<file path="src/rtl/ssr_pkg.sv">
// Shared codes for the serial receive start controller.
// Assumes: code values are fixed by the mode fields the block decodes.
package ssr_pkg;

    typedef enum logic [1:0] {
        CSRC_DIV  = 2'd0,
        CSRC_TX   = 2'd1,
        CSRC_PIN  = 2'd2,
        CSRC_NONE = 2'd3
    } clk_src_e;

    typedef enum logic [1:0] {
        GATE_OFF  = 2'd0,
        GATE_LOW  = 2'd1,
        GATE_HIGH = 2'd2,
        GATE_NONE = 2'd3
    } gate_e;

    typedef enum logic [1:0] {
        CKO_OFF  = 2'd0,
        CKO_FREE = 2'd1,
        CKO_XFER = 2'd2,
        CKO_NONE = 2'd3
    } cko_e;

    typedef enum logic [3:0] {
        ST_CONT  = 4'd0,
        ST_TXGO  = 4'd1,
        ST_LOW   = 4'd2,
        ST_HIGH  = 4'd3,
        ST_FALL  = 4'd4,
        ST_RISE  = 4'd5,
        ST_CHG   = 4'd6,
        ST_ANY   = 4'd7,
        ST_MATCH = 4'd8
    } start_e;

endpackage

</file>
<file path="src/rtl/ssr_sync.sv">
// Multi-stage synchronizer for asynchronous pins.
// Assumes: each bit is independent; reset value is zero.
module ssr_sync #(
    parameter int W      = 1,
    parameter int STAGES = 2
) (
    input  logic         clk,
    input  logic         rst_n,
    input  logic [W-1:0] d,
    output logic [W-1:0] q
);

    logic [W-1:0] stg [STAGES];

    // Shift each pin through the synchronizer chain.
    always_ff @(posedge clk) begin
        if (!rst_n) begin
            for (int i = 0; i < STAGES; i++) stg[i] <= '0;
        end else begin
            stg[0] <= d;
            for (int i = 1; i < STAGES; i++) stg[i] <= stg[i-1];
        end
    end

    assign q = stg[STAGES-1];

endmodule

</file>
<file path="src/rtl/ssr_clk_sel.sv">
// Receive bit clock selection, frame-sync gating, edge strobes and pin drive.
// Assumes: div_clk and tx_clk are synchronous levels; pin and frame sync
// arrive already synchronized.
module ssr_clk_sel
    import ssr_pkg::*;
(
    input  logic       clk,
    input  logic       rst_n,
    input  logic [1:0] src_sel,
    input  logic [1:0] gate_sel,
    input  logic       inv,
    input  logic [1:0] out_mode,
    input  logic       div_clk,
    input  logic       tx_clk,
    input  logic       pin_clk_s,
    input  logic       fs_s,
    input  logic       busy,
    output logic       sample_en,
    output logic       launch_en,
    output logic       clk_out,
    output logic       clk_oe
);

    logic sel_lvl, src_ok, gate_ok, drive_en;
    logic lvl_q, rise, fall;

    // Pick the bit clock level from the selected source.
    always_comb begin
        sel_lvl = 1'b0;
        src_ok  = 1'b1;
        case (clk_src_e'(src_sel))
            CSRC_DIV: sel_lvl = div_clk;
            CSRC_TX:  sel_lvl = tx_clk;
            CSRC_PIN: sel_lvl = pin_clk_s;
            default:  src_ok  = 1'b0;
        endcase
    end

    // Decide whether frame sync lets strobes through.
    always_comb begin
        case (gate_e'(gate_sel))
            GATE_OFF:  gate_ok = 1'b1;
            GATE_LOW:  gate_ok = ~fs_s;
            GATE_HIGH: gate_ok = fs_s;
            default:   gate_ok = 1'b0;
        endcase
    end

    // Decide whether the clock pin is driven in this cycle.
    always_comb begin
        case (cko_e'(out_mode))
            CKO_FREE: drive_en = 1'b1;
            CKO_XFER: drive_en = busy;
            default:  drive_en = 1'b0;
        endcase
    end

    assign rise   = sel_lvl & ~lvl_q;
    assign fall   = ~sel_lvl & lvl_q;
    assign clk_oe = (out_mode == CKO_FREE) || (out_mode == CKO_XFER);

    // Register the clock level, the strobes and the pin drive.
    always_ff @(posedge clk) begin
        if (!rst_n) begin
            lvl_q     <= 1'b0;
            sample_en <= 1'b0;
            launch_en <= 1'b0;
            clk_out   <= 1'b0;
        end else begin
            lvl_q     <= sel_lvl;
            sample_en <= src_ok & gate_ok & (inv ? rise : fall);
            launch_en <= src_ok & gate_ok & (inv ? fall : rise);
            clk_out   <= src_ok & drive_en & sel_lvl;
        end
    end

    assert_strobe_excl_R2: assert property (@(posedge clk) disable iff (!rst_n)
        !(sample_en && launch_en));

    assert_src_none_R1: assert property (@(posedge clk) disable iff (!rst_n)
        (src_sel == CSRC_NONE) |=> (!sample_en && !launch_en && !clk_out));

    assert_gate_high_R3: assert property (@(posedge clk) disable iff (!rst_n)
        (gate_sel == GATE_HIGH && !fs_s) |=> !sample_en);

    assert_gate_low_R3: assert property (@(posedge clk) disable iff (!rst_n)
        (gate_sel == GATE_LOW && fs_s) |=> !sample_en);

    assert_cko_off_R12: assert property (@(posedge clk) disable iff (!rst_n)
        (out_mode == CKO_OFF || out_mode == CKO_NONE) |=> !clk_out);

    assert_cko_xfer_R12: assert property (@(posedge clk) disable iff (!rst_n)
        (out_mode == CKO_XFER && !busy) |=> !clk_out);

endmodule

</file>
<file path="src/rtl/ssr_start_det.sv">
// Start condition detection and transfer busy tracking.
// Assumes: sample_en is a one-cycle strobe; fs_s and data_s are synchronized.
module ssr_start_det
    import ssr_pkg::*;
#(
    parameter int CMP_W = 16,
    parameter int LEN_W = $clog2(CMP_W + 1)
) (
    input  logic             clk,
    input  logic             rst_n,
    input  logic             rx_en,
    input  logic [3:0]       start_sel,
    input  logic             sample_en,
    input  logic             fs_s,
    input  logic             data_s,
    input  logic             tx_start,
    input  logic             xfer_done,
    input  logic [CMP_W-1:0] cmp_word,
    input  logic [LEN_W-1:0] cmp_len,
    output logic             start_pulse,
    output logic             busy
);

    logic             fs_smp, fs_d, edge_seen, raw_edge;
    logic [CMP_W-1:0] hist, hist_nxt, len_mask;
    logic             cmp_hit, trig, fire;

    assign raw_edge = fs_s ^ fs_d;
    assign hist_nxt = {hist[CMP_W-2:0], data_s};

    // Build the mask of compared history bits.
    for (genvar g = 0; g < CMP_W; g++) begin : g_mask
        assign len_mask[g] = (cmp_len > LEN_W'(g));
    end

    assign cmp_hit = (cmp_len != '0) && (((hist_nxt ^ cmp_word) & len_mask) == '0);

    // Evaluate the selected start condition for this cycle.
    always_comb begin
        case (start_e'(start_sel))
            ST_CONT:  trig = 1'b1;
            ST_TXGO:  trig = tx_start;
            ST_LOW:   trig = sample_en & ~fs_s;
            ST_HIGH:  trig = sample_en & fs_s;
            ST_FALL:  trig = sample_en & fs_smp & ~fs_s;
            ST_RISE:  trig = sample_en & ~fs_smp & fs_s;
            ST_CHG:   trig = sample_en & (fs_smp ^ fs_s);
            ST_ANY:   trig = sample_en & (edge_seen | raw_edge);
            ST_MATCH: trig = sample_en & cmp_hit;
            default:  trig = 1'b0;
        endcase
    end

    assign fire = trig & rx_en & ~busy;

    // Track sampled frame sync, pending raw edges and data history.
    always_ff @(posedge clk) begin
        if (!rst_n) begin
            fs_smp    <= 1'b0;
            fs_d      <= 1'b0;
            edge_seen <= 1'b0;
            hist      <= '0;
        end else begin
            fs_d <= fs_s;
            if (sample_en) begin
                fs_smp    <= fs_s;
                hist      <= hist_nxt;
                edge_seen <= 1'b0;
            end else if (raw_edge) begin
                edge_seen <= 1'b1;
            end
        end
    end

    // Issue the start pulse and hold busy until the transfer ends.
    always_ff @(posedge clk) begin
        if (!rst_n) begin
            start_pulse <= 1'b0;
            busy        <= 1'b0;
        end else begin
            start_pulse <= fire;
            if (!rx_en)         busy <= 1'b0;
            else if (fire)      busy <= 1'b1;
            else if (xfer_done) busy <= 1'b0;
        end
    end

    assert_pulse_single_R11: assert property (@(posedge clk) disable iff (!rst_n)
        start_pulse |=> !start_pulse);

    assert_busy_block_R11: assert property (@(posedge clk) disable iff (!rst_n)
        busy |=> !start_pulse);

    assert_disabled_R11: assert property (@(posedge clk) disable iff (!rst_n)
        !rx_en |=> !start_pulse);

    assert_code_rsvd_R10: assert property (@(posedge clk) disable iff (!rst_n)
        (start_sel > 4'd8) |=> !start_pulse);

    assert_tx_go_R7: assert property (@(posedge clk) disable iff (!rst_n)
        (start_sel == ST_TXGO && tx_start && rx_en && !busy) |=> start_pulse);

    assert_cont_R8: assert property (@(posedge clk) disable iff (!rst_n)
        (start_sel == ST_CONT && rx_en && !busy) |=> start_pulse);

endmodule

</file>
<file path="src/rtl/ssr_rx_start_ctrl.sv">
// Top of the serial receive start and clock controller.
// Assumes: one system clock; asynchronous pins are synchronized here.
module ssr_rx_start_ctrl
    import ssr_pkg::*;
#(
    parameter int CMP_W       = 16,
    parameter int LEN_W       = $clog2(CMP_W + 1),
    parameter int SYNC_STAGES = 2
) (
    input  logic             clk,
    input  logic             rst_n,
    input  logic             rx_en,
    input  logic [1:0]       clk_sel,
    input  logic [3:0]       start_sel,
    input  logic [1:0]       gate_sel,
    input  logic             clk_inv,
    input  logic [1:0]       clk_out_mode,
    input  logic [CMP_W-1:0] cmp_word,
    input  logic [LEN_W-1:0] cmp_len,
    input  logic             div_clk,
    input  logic             tx_clk,
    input  logic             rx_clk_pin,
    input  logic             rx_fs_pin,
    input  logic             rx_data_pin,
    input  logic             tx_start,
    input  logic             xfer_done,
    output logic             start_pulse,
    output logic             sample_en,
    output logic             launch_en,
    output logic             rx_clk_out,
    output logic             rx_clk_oe
);

    localparam int NPIN = 3;

    logic [NPIN-1:0] pins_s;
    logic            busy;

    ssr_sync #(.W(NPIN), .STAGES(SYNC_STAGES)) u_sync (
        .clk   (clk),
        .rst_n (rst_n),
        .d     ({rx_data_pin, rx_fs_pin, rx_clk_pin}),
        .q     (pins_s)
    );

    ssr_clk_sel u_clk (
        .clk       (clk),
        .rst_n     (rst_n),
        .src_sel   (clk_sel),
        .gate_sel  (gate_sel),
        .inv       (clk_inv),
        .out_mode  (clk_out_mode),
        .div_clk   (div_clk),
        .tx_clk    (tx_clk),
        .pin_clk_s (pins_s[0]),
        .fs_s      (pins_s[1]),
        .busy      (busy),
        .sample_en (sample_en),
        .launch_en (launch_en),
        .clk_out   (rx_clk_out),
        .clk_oe    (rx_clk_oe)
    );

    ssr_start_det #(.CMP_W(CMP_W), .LEN_W(LEN_W)) u_det (
        .clk         (clk),
        .rst_n       (rst_n),
        .rx_en       (rx_en),
        .start_sel   (start_sel),
        .sample_en   (sample_en),
        .fs_s        (pins_s[1]),
        .data_s      (pins_s[2]),
        .tx_start    (tx_start),
        .xfer_done   (xfer_done),
        .cmp_word    (cmp_word),
        .cmp_len     (cmp_len),
        .start_pulse (start_pulse),
        .busy        (busy)
    );

endmodule

</file>
<file path="config.mk">
export PLATFORM = sky130hd
export DESIGN_NAME = ssr_rx_start_ctrl
export DESIGN_NICKNAME = d
export VERILOG_FILES = /design/src/rtl/ssr_pkg.sv /design/src/rtl/ssr_sync.sv /design/src/rtl/ssr_clk_sel.sv /design/src/rtl/ssr_start_det.sv /design/src/rtl/ssr_rx_start_ctrl.sv
export SDC_FILE = /design/constraint.sdc
export NUM_CORES = 1
export LEC_CHECK = 0
export ABC_AREA = 0
export BUFFER_PORTS_ARGS = -buffer_cell sky130_fd_sc_hd__clkbuf_2
export CAP_MARGIN = 20
export CORE_MARGIN = 2
export CORE_UTILIZATION = 30
export DETAILED_ROUTE_END_ITERATION = 6
export SLEW_MARGIN = 20
export SYNTH_ARGS = -nofsm -noshare
export SYNTH_HDL_FRONTEND = slang
export SYNTH_SLANG_ARGS = --single-unit
export TNS_END_PERCENT = 10
</file>
<file path="constraint.sdc">
create_clock -name clk -period 3.75 [get_ports clk]
set_clock_uncertainty 0.1 [all_clocks]
set_input_delay 0.1875 -clock clk [delete_from_list [all_inputs] [get_ports clk]]
set_output_delay 0.1875 -clock clk [all_outputs]
set_load 0.05 [all_outputs]
</file>
==> results of run 1 <==
[flip-flops by register name (all words and copies together), names as in the netlist]
name	cells
u_clk.lvl_q	1
u_det.busy	1
u_clk.clk_out	1
u_det.fs_smp	1
u_det.hist	15
u_det.fs_d	1
u_sync.stg	6
u_clk.sample_en	1
u_det.edge_seen	1
u_det.start_pulse	1
u_clk.launch_en	1
[power by group through the flow]
stage          Clock (uW)  Sequential, uW  Combinational [uW]
6_report              273             328                94.1
5_1_grt               298             329                 105
4_1_cts               279             329                95.4
3_5_place_dp            0             336                94.8
3_3_place_gp            0             336                94.9
2_1_floorplan           0             337                55.8
[final cells by class]
cell class                 instances  area [um2]  area share
clock buffer                       7        86.3      0.0436
clock inverter                     1        5.00     0.00253
sequential                        30         601       0.304
multi-input combinational        128         942       0.476
timing repair buffer              47         238       0.120
inverter                           5        18.8     0.00949
tap                               70        87.6      0.0443
[placed cells by master, fill, tap and decap left out, drive strengths merged, types with 2 or more instances in the layout]
| master | netlist | layout |
|---|---|---|
| nand2b | 2 | 2 |
| nor2b | 16 | 16 |
| nand3 | 3 | 3 |
| a21oi | 7 | 7 |
| o2111ai | 2 | 2 |
| nand4b | 2 | 2 |
| nor2 | 7 | 7 |
| o31ai | 2 | 2 |
| o21a | 2 | 2 |
| xnor2 | 8 | 8 |
| dfxtp | 30 | 30 |
| nor3b | 2 | 2 |
| nand2 | 6 | 6 |
| xor2 | 10 | 10 |
| inv | 5 | 5 |
| a21o | 2 | 2 |
| o21ai | 4 | 4 |
| nand4 | 2 | 2 |
| clkbuf | 3 | 53 |
| and2 | 9 | 9 |
| ha | 2 | 2 |
| mux2i | 18 | 18 |
| nand3b | 3 | 3 |
| a311oi | 2 | 2 |
[stage by stage]
stage | util | setup slack [ns] | std cells
4_1_cts | 0.382 | 2.09 | 288
3_3_place_gp | 0.365 | 2.15 | 280
2_1_floorplan | - | 1.99 | 171
5_1_grt | 0.382 | 1.93 | 288
3_5_place_dp | 0.365 | 2.11 | 280
6_report | 0.382 | 2.12 | 288
[cells in the mapped netlist (2+ instances only)]
cell        n  share of area
nand2_1     6          0.014
nor2b_1    16          0.062
o2111ai_1   2          0.011
and2_1      8          0.031
a21oi_1     7          0.022
a311oi_1    2          0.011
inv_1       5          0.012
clkbuf_1    3         0.0069
nand3_1     3         0.0092
nand4b_1    2          0.011
o21ai_0     2         0.0062
nor2_1      7          0.016
nand4_1     2         0.0077
ha_1        2          0.015
xor2_1     10          0.054
nand2b_1    2         0.0077
o21a_1      2         0.0092
mux2i_1    18           0.11
xnor2_1     8          0.043
buf_6       4          0.028
o21ai_1     2         0.0062
a21o_1      2         0.0092
nor3b_1     2         0.0092
nand3b_1    3          0.014
o31ai_1     2         0.0092
dfxtp_1    30           0.37
[worst max path at each step]
stage,start,endpoint,depth (start not counted),slack [ns]
5_1_grt,u_clk.sample_en$_SDFF_PN0_,u_det.start_pulse$_SDFF_PN0_,5,1.93
3_3_place_gp,u_clk.sample_en$_SDFF_PN0_,u_det.start_pulse$_SDFF_PN0_,6,2.15
3_5_place_dp,u_clk.sample_en$_SDFF_PN0_,u_det.start_pulse$_SDFF_PN0_,6,2.11
4_1_cts,u_clk.sample_en$_SDFF_PN0_,u_det.start_pulse$_SDFF_PN0_,6,2.09
2_1_floorplan,u_clk.sample_en$_SDFF_PN0_,u_det.busy$_SDFFE_PN0P_,6,1.99
6_report,u_clk.sample_en$_SDFF_PN0_,u_det.start_pulse$_SDFF_PN0_,6,2.12
[metal layers]
metal,vias up,track usage,wire [um]
li1,692,-,-
met1,600,0.156,1650
met2,18,0.209,1750
met3,5,0.0360,110
met4,0,0.0589,67
met5,-,0,0
[logic make-up (layout without fill, tap and decap cells)]
family                     Yosys count  count (layout)  synth area share
and+or+nand+nor                     58              58             0.217
AOI/OAI and AO/OA                   32              32             0.140
adders and majority gates            2               2            0.0154
muxes                               18              18             0.111
buffers and inverters               13              60            0.0493
DFF                                 30              30             0.370
xor gates and xnor gates            18              18            0.0971
[worst register-to-register path, stage by stage, from the launching register on]
cell and delay, ns:
dfxtp_1 0.31, buf_4 0.30, and4bb_1 0.24, nand4_1 0.10, a311oi_1 0.21, o2111ai_1 0.18
o21ai_1 0.15
==> results by group, run 1 <==
Run status
  – Status: complete, no violations

Logic synthesis
  – Synthesis-stage register bit count: 30
  – Syn Nets: around 220
  – Syn Area/Cell: about 9.5 um2
  – YS warnings: 0
  – Mapped Cells: approximately 170
  – Sequential share of the synthesized area: 0.370
  – Ys flop type: dfxtp_1
  – Count of cell types in the netlist: 45
  – Async S/R FF share, synth: 0
  – Number of flops mapped to enable cells by yosys: 0
  – Cell area after synthesis: around 0.0016 mm2

GRT
  – Initial antenna violation count: 0
  – Number of global-route vias before repair: between 1000 and 1500
  – First-pass GRT wire length: between 5000 and 6000 um
  – Pin count of the biggest net entering global routing: 32
  – Grt total ovfl: 0
  – Tot GR Track Use: 0.128

Clocking
  – Clock tree buffer depth: 2
  – Max H-tree Level: 2
  – Post-cts resize count: 0
  – Root Driver: clkbuf_8
  – # hold bufs at CTS: 0
  – CTS tree: yes
  – TritonCTS buffer count: 5
  – Post-CTS setup buffer count: 0
  – Clock-pin slew on the worst setup and hold paths: 0.07 ns
  – Worst skew pair latency: roughly 0.28 ns
  – Total clock sinks: 30

Critical path
  – CP Cell Sequence: buf_4, and4bb_1, nand4_1, a311oi_1, o2111ai_1, o21ai_1
  – Delay-heaviest family, CP: compound AO/OA/AOI/OAI gates
  – Worst-path fanout max: 20
  – Slowest stage delay, CP: around 0.31 ns
  – R2R setup slack: between 2 and 2.5 ns
  – Worst r2r src: u_clk.sample_en$_SDFF_PN0_
  – R2r worst-path depth: 6
  – Worst EP arrival: 1.76 ns
  – CP Class: flip-flop to flip-flop
  – Slowest-stage cell, CP: dfxtp_1
  – CP bufs+invs: 1
  – Critical Path RT: about 3.9 ns
  – Worst setup SP type: flip-flop
  – CP Capture Type: flip-flop
  – FF-to-FF End: u_det.start_pulse$_SDFF_PN0_

STA
  – Setup TNS: 0 ns
  – Slew @ Worst Pin: 0.516 ns
  – Pins Over Slew Limit: 0
  – Worst hold slack: ~0.012 ns
  – # setup viols final: 0
  – Slew HR: 0.656
  – Final Hold Fails: 0
  – RSZ-0062 raised after global routing: no
  – Tmin final: between 1.5 and 2 ns
  – Fmax: about 610 MHz
  – Period utilization: 0.436

Power and ir drop
  – Internal Power: a little over 500 uW
  – Sw Pwr: about 180 uW
  – Switch share: 0.257
  – Static leakage: 0.000800 uW
  – Power Density: between 300 and 400 mW/mm2
  – Clock power frac: 0.393
  – Maximum VDD drop: 0.000152 V
  – Reg power frac: 0.472
  – Combinational power share: 0.135
  – Power Total: 696 uW

Place
  – PortBufs: 46
  – RD Place Congestion: about 0.8
  – Post-DP Area: between 0.0015 and 0.002 mm2
  – Post-DP HPWL: roughly 2700 um

Drt
  – Drt first pass iters: 4
  – Post-route ant nets: 0
  – WL/cell: around 12 um
  – DR vias/cell: ~4.6
  – Via Count: 1315
  – Routed WL: approximately 3600 um
  – DRT iter0 DRCs: 70
  – DRC: 0

Final layout
  – Layout cells sized above 1: 0.261
  – Net count reported at finish: between 200 and 300
  – Antenna cells: 0
  – Layout filler cell count: ~540
  – P&R area growth vs syn: 21.9%
  – Post-route cell area: just under 0.002 mm2

Floorplanning
  – Initial core utilization: 0.314
  – Core Region: about 0.0052 mm2
  – Cell Rows: 26
  – Die W: 77.6 um
  – Die height: 77.6 um
  – Io pins: 47
  – Total die area: 0.00601 mm2

Min path
  – Hold Crit Depth: 2
  – Min-Delay Endpoint: u_sync.stg[0][0]$_SDFF_PN0_
  – Worst Hold Launch: rx_clk_pin
  – HP Class: input pin to flip-flop

Job
  – Max_cap viols: 0
Power figures use the tool's default switching activity.
==> inputs of run 2 (changes only) <==
- clock period: 3.75 -> 1.3 ns (I/O delays scaled with it)
==> run 2 against run 1 <==
Net effect:
- the flow now finishes with violations (setup timing)
- cell count rose by 10%
- clock power rose to 2.8 times the previous value
- setup slack got worse by 2.2 ns
- sequential power rose to 2.9 times the previous value
- combinational power rose to 3.5 times the previous value
- highest routed layer unchanged
- worst hold slack got worse by 0.0052 ns
==> results by group, run 2 (same netlist as run 1, synthesis figures left out) <==
Drt
  – DRC: 0 (unchanged)
  – DR vias/cell: 4.47 (-2.1%)
  – Post-route ant nets: 0 (unchanged)
  – WL/cell: 11.7 um (-6.0%)
  – Drt first pass iters: 4 (unchanged)
  – Routed WL: 3710 um (+3.8%)
  – Via Count: 1422 (+8.1%)
  – DRT iter0 DRCs: 57 (-19%)

GRT
  – First-pass GRT wire length: 6330 um (+6.1%)
  – Initial antenna violation count: 0 (unchanged)
  – Pin count of the biggest net entering global routing: 18 (-44%)
  – Grt total ovfl: 0 (unchanged)
  – Tot GR Track Use: 0.134 (+0.00628)
  – Number of global-route vias before repair: 1429 (+13%)

Critical path
  – Worst r2r src: u_det.hist[7]$_SDFFE_PN0P_
  – R2R setup slack: -0.09 ns (-2.20 ns)
  – Critical Path RT: 1.41 ns (-2.46 ns)
  – Worst-path fanout max: 2 (-90%)
  – CP Capture Type: flip-flop
  – FF-to-FF End: u_det.start_pulse$_SDFF_PN0_
  – Worst setup SP type: flip-flop
  – R2r worst-path depth: 5 (-1)
  – Worst EP arrival: 1.50 ns (-0.26 ns)
  – CP Class: flip-flop to flip-flop

Final layout
  – Regs by FF count: u_det.hist (15), u_sync.stg (6)
  – Antenna cells: 0 (unchanged)
  – Number of flip-flops in the largest register: 15 (unchanged)
  – Commonest cells after routing, fill and taps aside: clkbuf_2, dfxtp_1, buf_4, mux2i_1, nor2b_1
  – P&R area growth vs syn: 38.6%
  – Net count reported at finish: 291 (+11%)
  – Biggest register: u_det.hist
  – Most common cell after layout, fill and taps aside: clkbuf_2
  – Layout cells sized above 1: 0.359 (+0.0974)

Clocking
  – Max H-tree Level: 2 (unchanged)
  – TritonCTS buffer count: 5 (unchanged)
  – CTS tree: yes
  – Total clock sinks: 30 (unchanged)
  – Clock tree buffer depth: 2 (unchanged)
  – Clock-pin slew on the worst setup and hold paths: 0.06 ns (about the same)
  – Worst skew pair latency: 0.28 ns (about the same)
  – Root Driver: clkbuf_8

STA
  – # setup viols final: 2 (+2)
  – Final Hold Fails: 0 (unchanged)
  – Slew HR: 0.784 (+0.128)
  – RSZ-0062 raised after global routing: yes
  – Pins Over Slew Limit: 0 (unchanged)
  – Period utilization: 1.07 (+0.632)
  – Tmin final: 1.39 ns (-0.246 ns)
  – Fmax: 720 MHz (+18%)
  – Worst hold slack: 0.00719 ns (-0.00520 ns)
  – Worst setup margin: -0.0879 ns (-2.20 ns)
  – Slew @ Worst Pin: 0.321 ns (-0.195 ns)
  – Setup TNS: -0.166 ns (-0.166 ns)

Floorplanning
  – Initial core utilization: 0.314 (unchanged)
  – Io pins: 47 (unchanged)
  – Die height: 77.6 um (unchanged)
  – Total die area: 0.00601 mm2 (unchanged)
  – Cell Rows: 26 (unchanged)
  – Die W: 77.6 um (unchanged)
  – Core Region: 0.00517 mm2 (unchanged)

Job
  – Max_cap viols: 0 (unchanged)

Run status
  – Status: complete, but fails checks
  – Failing checks: setup timing

Place
  – Post-DP HPWL: 2900 um (+8.4%)
  – PortBufs: 46 (unchanged)
  – RD Place Congestion: 0.848 (+7.4%)

Min path
  – Hold Crit Depth: 3 (+1)
  – Worst Hold Launch: clk_out_mode[1]
  – Min-Delay Endpoint: u_clk.clk_out$_SDFF_PN0_
  – HP Class: input pin to flip-flop

Power and ir drop
  – Maximum VDD drop: 0.000437 V (+190%)
  – Power Density: 910 mW/mm2 (+160%)
  – Power Total: 2050 uW (+190%)
  – Static leakage: 0.000954 uW (+19%)
[run 2: cell type report]
class	instances	area, um2
clock buffers	6	82.6
clock inverters	2	12.5
fillers	534	2920
inverters	5	18.8
multi-input cells	128	961
flip-flops and latches	30	609
well taps	70	87.6
repair buffers	77	478
[run 2: critical path: stages (launching register included)]
cell	delay, ns
dfxtp_1	0.32
xor2_1	0.18
a311oi_2	0.31
a2bb2oi_2	0.17
nand3_1	0.09
o21ai_1	0.15
[run 2: how the worst max path moves through the flow]
stage | startpoint | to
after floorplan | u_clk.sample_en$_SDFF_PN0_ | u_det.busy$_SDFFE_PN0P_
after global placement | u_clk.sample_en$_SDFF_PN0_ | u_det.start_pulse$_SDFF_PN0_
after detailed placement | u_clk.sample_en$_SDFF_PN0_ | u_det.start_pulse$_SDFF_PN0_
after CTS | u_det.busy$_SDFFE_PN0P_ | u_det.start_pulse$_SDFF_PN0_
after global routing | u_det.busy$_SDFFE_PN0P_ | u_det.start_pulse$_SDFF_PN0_
final | u_det.hist[7]$_SDFFE_PN0P_ | u_det.start_pulse$_SDFF_PN0_
[run 2: power by group]
group / internal (uW) / switching (uW)
combinational: 170 / 156
clock: 424 / 353
sequential: 934 / 10.4
[run 2: repair_timing]
item                                    CTS  global route
endpoints found under the setup margin    2             4
pin swaps                                 3             5
gates resized for setup                   0             8
buffers inserted                          1             0
hold buffers                              6             0
endpoints found under the hold margin     6             0
[run 2: stage by stage]
stage | setup WS, ns | util | cells | area, um2
floorplan | -0.195 | - | 171 | 1630
global placement | -0.132 | 0.399 | 303 | 2060
detailed placement | -0.136 | 0.399 | 303 | 2060
CTS | -0.141 | 0.430 | 318 | 2230
global route | -0.201 | 0.435 | 318 | 2250
finish | -0.0879 | 0.435 | 318 | 2250
[run 2: metal layers]
layer / vias to the layer above / routed length, um / track usage
met5: - / 0 / 0
li1: 755 / - / -
met4: 0 / 70 / 0.0589
met3: 7 / 114 / 0.0407
met2: 18 / 1920 / 0.236
met1: 642 / 1610 / 0.149
==> inputs of run 3 (changes only) <==
- ABC_AREA: 0 -> 1
==> run 3 against run 2 <==
Net effect:
- the flow still finishes with violations (setup timing)
- total power increased by 1.1%
- clock power decreased by 12%
- via count increased by 30%
- non-clock buffer count increased by 10
- largest cell class unchanged
==> results by group, run 3 <==
Final layout
  – Biggest register: u_det.hist
  – Layout filler cell count: 591 (+11%)
  – Antenna cells: 0 (unchanged)
  – Reg area: 609 um2 (unchanged)
  – Commonest cells after routing, fill and taps aside: nand2_1, clkbuf_2, inv_1, nor2_1, buf_4
  – Number of flip-flops in the largest register: 15 (unchanged)
  – Net count reported at finish: 394 (+35%)
  – Final std cells w/o fill: 422 (+33%)
  – Regs by FF count: u_det.hist (15), u_sync.stg (6)
  – Multi-input logic area: 885 um2 (-7.9%)
  – Layout cells sized above 1: 0.286 (-0.0732)
  – P&R area growth vs syn: 43.2%
  – Most common cell after layout, fill and taps aside: nand2_1

Drt
  – Drt first pass iters: 4 (unchanged)
  – Via Count: 1847 (+30%)
  – DRT iter0 DRCs: 79 (+39%)
  – Routed WL: 4060 um (+9.5%)
  – DRC: 0 (unchanged)
  – WL/cell: 9.63 um (-17%)
  – Post-route ant nets: 0 (unchanged)
  – DR vias/cell: 4.38 (-2.1%)

Place
  – PortBufs: 46 (unchanged)
  – Post-place setup slack: -0.127 ns (+0.00878 ns)
  – Post-DP HPWL: 3340 um (+15%)
  – Placed insts: 406 (+34%)
  – RD Place Congestion: 0.822 (-3.1%)

STA
  – Pins Over Slew Limit: 0 (unchanged)
  – Tmin final: 1.39 ns (+0.00147 ns)
  – Fmax: 720 MHz (-0.11%)
  – Final Hold Fails: 0 (unchanged)
  – # setup viols final: 4 (+2)
  – Slew @ Worst Pin: 0.277 ns (-0.0444 ns)
  – RSZ-0062 raised after global routing: yes
  – Period utilization: 1.07 (+0.00113)
  – Worst setup margin: -0.0894 ns (-0.00147 ns)
  – Slew HR: 0.816 (+0.0316)

Logic synthesis
  – Most frequent cell after synthesis: nand2_1
  – Count of cell types in the netlist: 24 (-47%)
  – Commonest cells post-synth: nand2_1, inv_1, nor2_1
  – Top-area cell type share of the netlist area: 0.362 (-0.00782)
  – Cell area after synthesis: 0.00166 mm2 (+2.2%)
  – Mapped Cells: 261 (+53%)
  – Ys flop type: dfxtp_1
  – Synthesis-stage register bit count: 30 (unchanged)
  – Sequential share of the synthesized area: 0.362 (-0.00782)
  – YS warnings: 0 (unchanged)
  – Syn Nets: 305 (+42%)
  – Async S/R FF share, synth: 0 (unchanged)
  – Ranking of synthesized cells by area: dfxtp_1, nand2_1, inv_1, nor2_1, o21ai_0
  – Synth area leader: dfxtp_1
  – Number of flops mapped to enable cells by yosys: 0 (unchanged)
  – Syn Area/Cell: 6.35 um2 (-33%)

Clocking
  – Post-CTS setup buffer count: 0 (-1)
  – Total clock sinks: 30 (unchanged)
  – CTS tree: yes
  – TritonCTS buffer count: 5 (unchanged)
  – Clock tree buffer depth: 2 (unchanged)
  – Root Driver: clkbuf_8
  – Worst skew pair latency: 0.28 ns (about the same)
  – Max H-tree Level: 2 (unchanged)
  – Clock-pin slew on the worst setup and hold paths: 0.06 ns (about the same)

Critical path
  – Delay-heaviest family, CP: simple AND/OR/NAND/NOR gates
  – Slowest stage delay, CP: 0.33 ns (about the same)
  – CP bufs+invs: 1 (+1)
  – Worst EP arrival: 1.50 ns (about the same)
  – CP Class: flip-flop to flip-flop
  – CP dominant cell by count: nand2_1
  – Worst setup SP type: flip-flop
  – Slowest-stage cell, CP: dfxtp_2
  – R2r worst-path depth: 14 (+9)
  – Stages on worst setup path: 14 (+9)
  – CP Cell Sequence: inv_2, nand2_1, nand2_1, nand2_1, nand2_1, nor2_1, nand2_1, nor2_2, nand3_1, nand2_1, nand2_1, nand2_1, nand2_2, a21oi_2
  – Worst-path fanout max: 2 (unchanged)
  – Critical Path RT: 1.42 ns (about the same)
  – CP Capture Type: flip-flop

GRT
  – Initial antenna violation count: 0 (unchanged)
  – First-pass GRT wire length: 7010 um (+11%)
  – Grt total ovfl: 0 (unchanged)
  – Pin count of the biggest net entering global routing: 18 (unchanged)
  – Tot GR Track Use: 0.145 (+0.0103)
  – Number of global-route vias before repair: 1722 (+21%)

Power and ir drop
  – Switch share: 0.267 (+0.0129)
  – Combinational power share: 0.203 (+0.044)
  – Sw Pwr: 552 uW (+6.3%)
  – Power Total: 2070 uW (+1.1%)
  – Internal Power: 1520 uW (-0.61%)
  – Static leakage: 0.00128 uW (+34%)
  – Maximum VDD drop: 0.000496 V (+14%)
  – Clock power frac: 0.329 (-0.051)
  – Reg power frac: 0.468 (+0.007)
  – Power Density: 872 mW/mm2 (-4.2%)

Job
  – Max_cap viols: 0 (unchanged)

Floorplanning
  – Cell Rows: 27 (+3.8%)
  – Total die area: 0.00614 mm2 (+2.0%)
  – Die height: 78.3 um (+1.0%)
  – Core Region: 0.00541 mm2 (+4.5%)
  – Io pins: 47 (unchanged)
  – Initial core utilization: 0.307 (-0.00703)
  – Die W: 78.3 um (+1.0%)

Min path
  – Hold Crit Depth: 4 (+1)
  – HP Class: input pin to flip-flop

Run status
  – Status: complete, but fails checks
  – Failing checks: setup timing
==> run 3: power by group through the flow <==
stage                     combinational [uW]  clock (uW)  sequential [uW]
final                                    421         681              970
after floorplan                          201           0              997
after detailed placement                 400           0              989
after global routing                     474         758              973
after CTS                                426         716              969
after global placement                   396           0              988
==> run 3: timing repair <==
action | 4_1_cts | 5_1_grt
pin swaps | 0 | 1
endpoints found under the hold margin | 7 | 0
resized for setup | 5 | 2
endpoints found under the setup margin | 4 | 4
hold buffers | 9 | 0
==> run 3: area by class of cell <==
type                            instances  area share
Inverter                               41      0.0648
Multi-Input combinational cell        185       0.372
Clock buffer                            7      0.0321
Sequential cell                        30       0.257
Timing Repair Buffer                   87       0.236
Tap cell                               72      0.0379
==> run 3: routing by layer <==
layer,up-vias,GRT usage,share of wire
li1,997,-,-
met1,803,0.173,0.48
met2,42,0.247,0.46
met3,5,0.0379,0.052
met4,0,0.0579,0.014
met5,-,0,0
==> run 3: metrics by stage <==
step	cell area [um2]	hold WS (ns)	utilization	TNS (ns)
2_1_floorplan	1670	0.0626	-	-0.0538
3_3_place_gp	2200	0.147	0.408	-0.176
3_5_place_dp	2200	0.153	0.408	-0.273
4_1_cts	2370	0.0229	0.439	-0.245
5_1_grt	2370	0.0611	0.439	-0.716
6_report	2370	0.0317	0.439	-0.186
==> run 3: path summary, 6_finish.rpt <==
check	from	end	slack [ns]
worst max-delay path	u_det.hist[4]$_SDFFE_PN0P_	u_det.busy$_SDFFE_PN0P_	-0.09
worst min-delay path	clk_sel[1]	u_clk.sample_en$_SDFF_PN0_	0.03
worst max register to register	u_det.hist[4]$_SDFFE_PN0P_	u_det.busy$_SDFFE_PN0P_	-0.09
worst min register to register	u_sync.stg[0][0]$_SDFF_PN0_	u_sync.stg[0][3]$_SDFF_PN0_	0.30
==> run 3: worst reg2reg max path, cell delays in order (launching register included) <==
cell and delay (ns):
dfxtp_2 0.33, inv_2 0.03, nand2_1 0.05, nand2_1 0.06, nand2_1 0.06, nand2_1 0.05
nor2_1 0.09, nand2_1 0.06, nor2_2 0.07, nand3_1 0.08, nand2_1 0.07, nand2_1 0.05
nand2_1 0.07, nand2_2 0.06, a21oi_2 0.11
==> run 3: cells by family after synthesis <==
kind of cell / after synthesis / share of synthesized area
AO/OA/AOI/OAI: 45 / 0.142
buffers and inverters: 46 / 0.104
XOR/XNOR: 9 / 0.0475
flip-flops: 30 / 0.362
adder cells (fa/ha/maj): 2 / 0.0151
AND/OR/NAND/NOR: 129 / 0.329
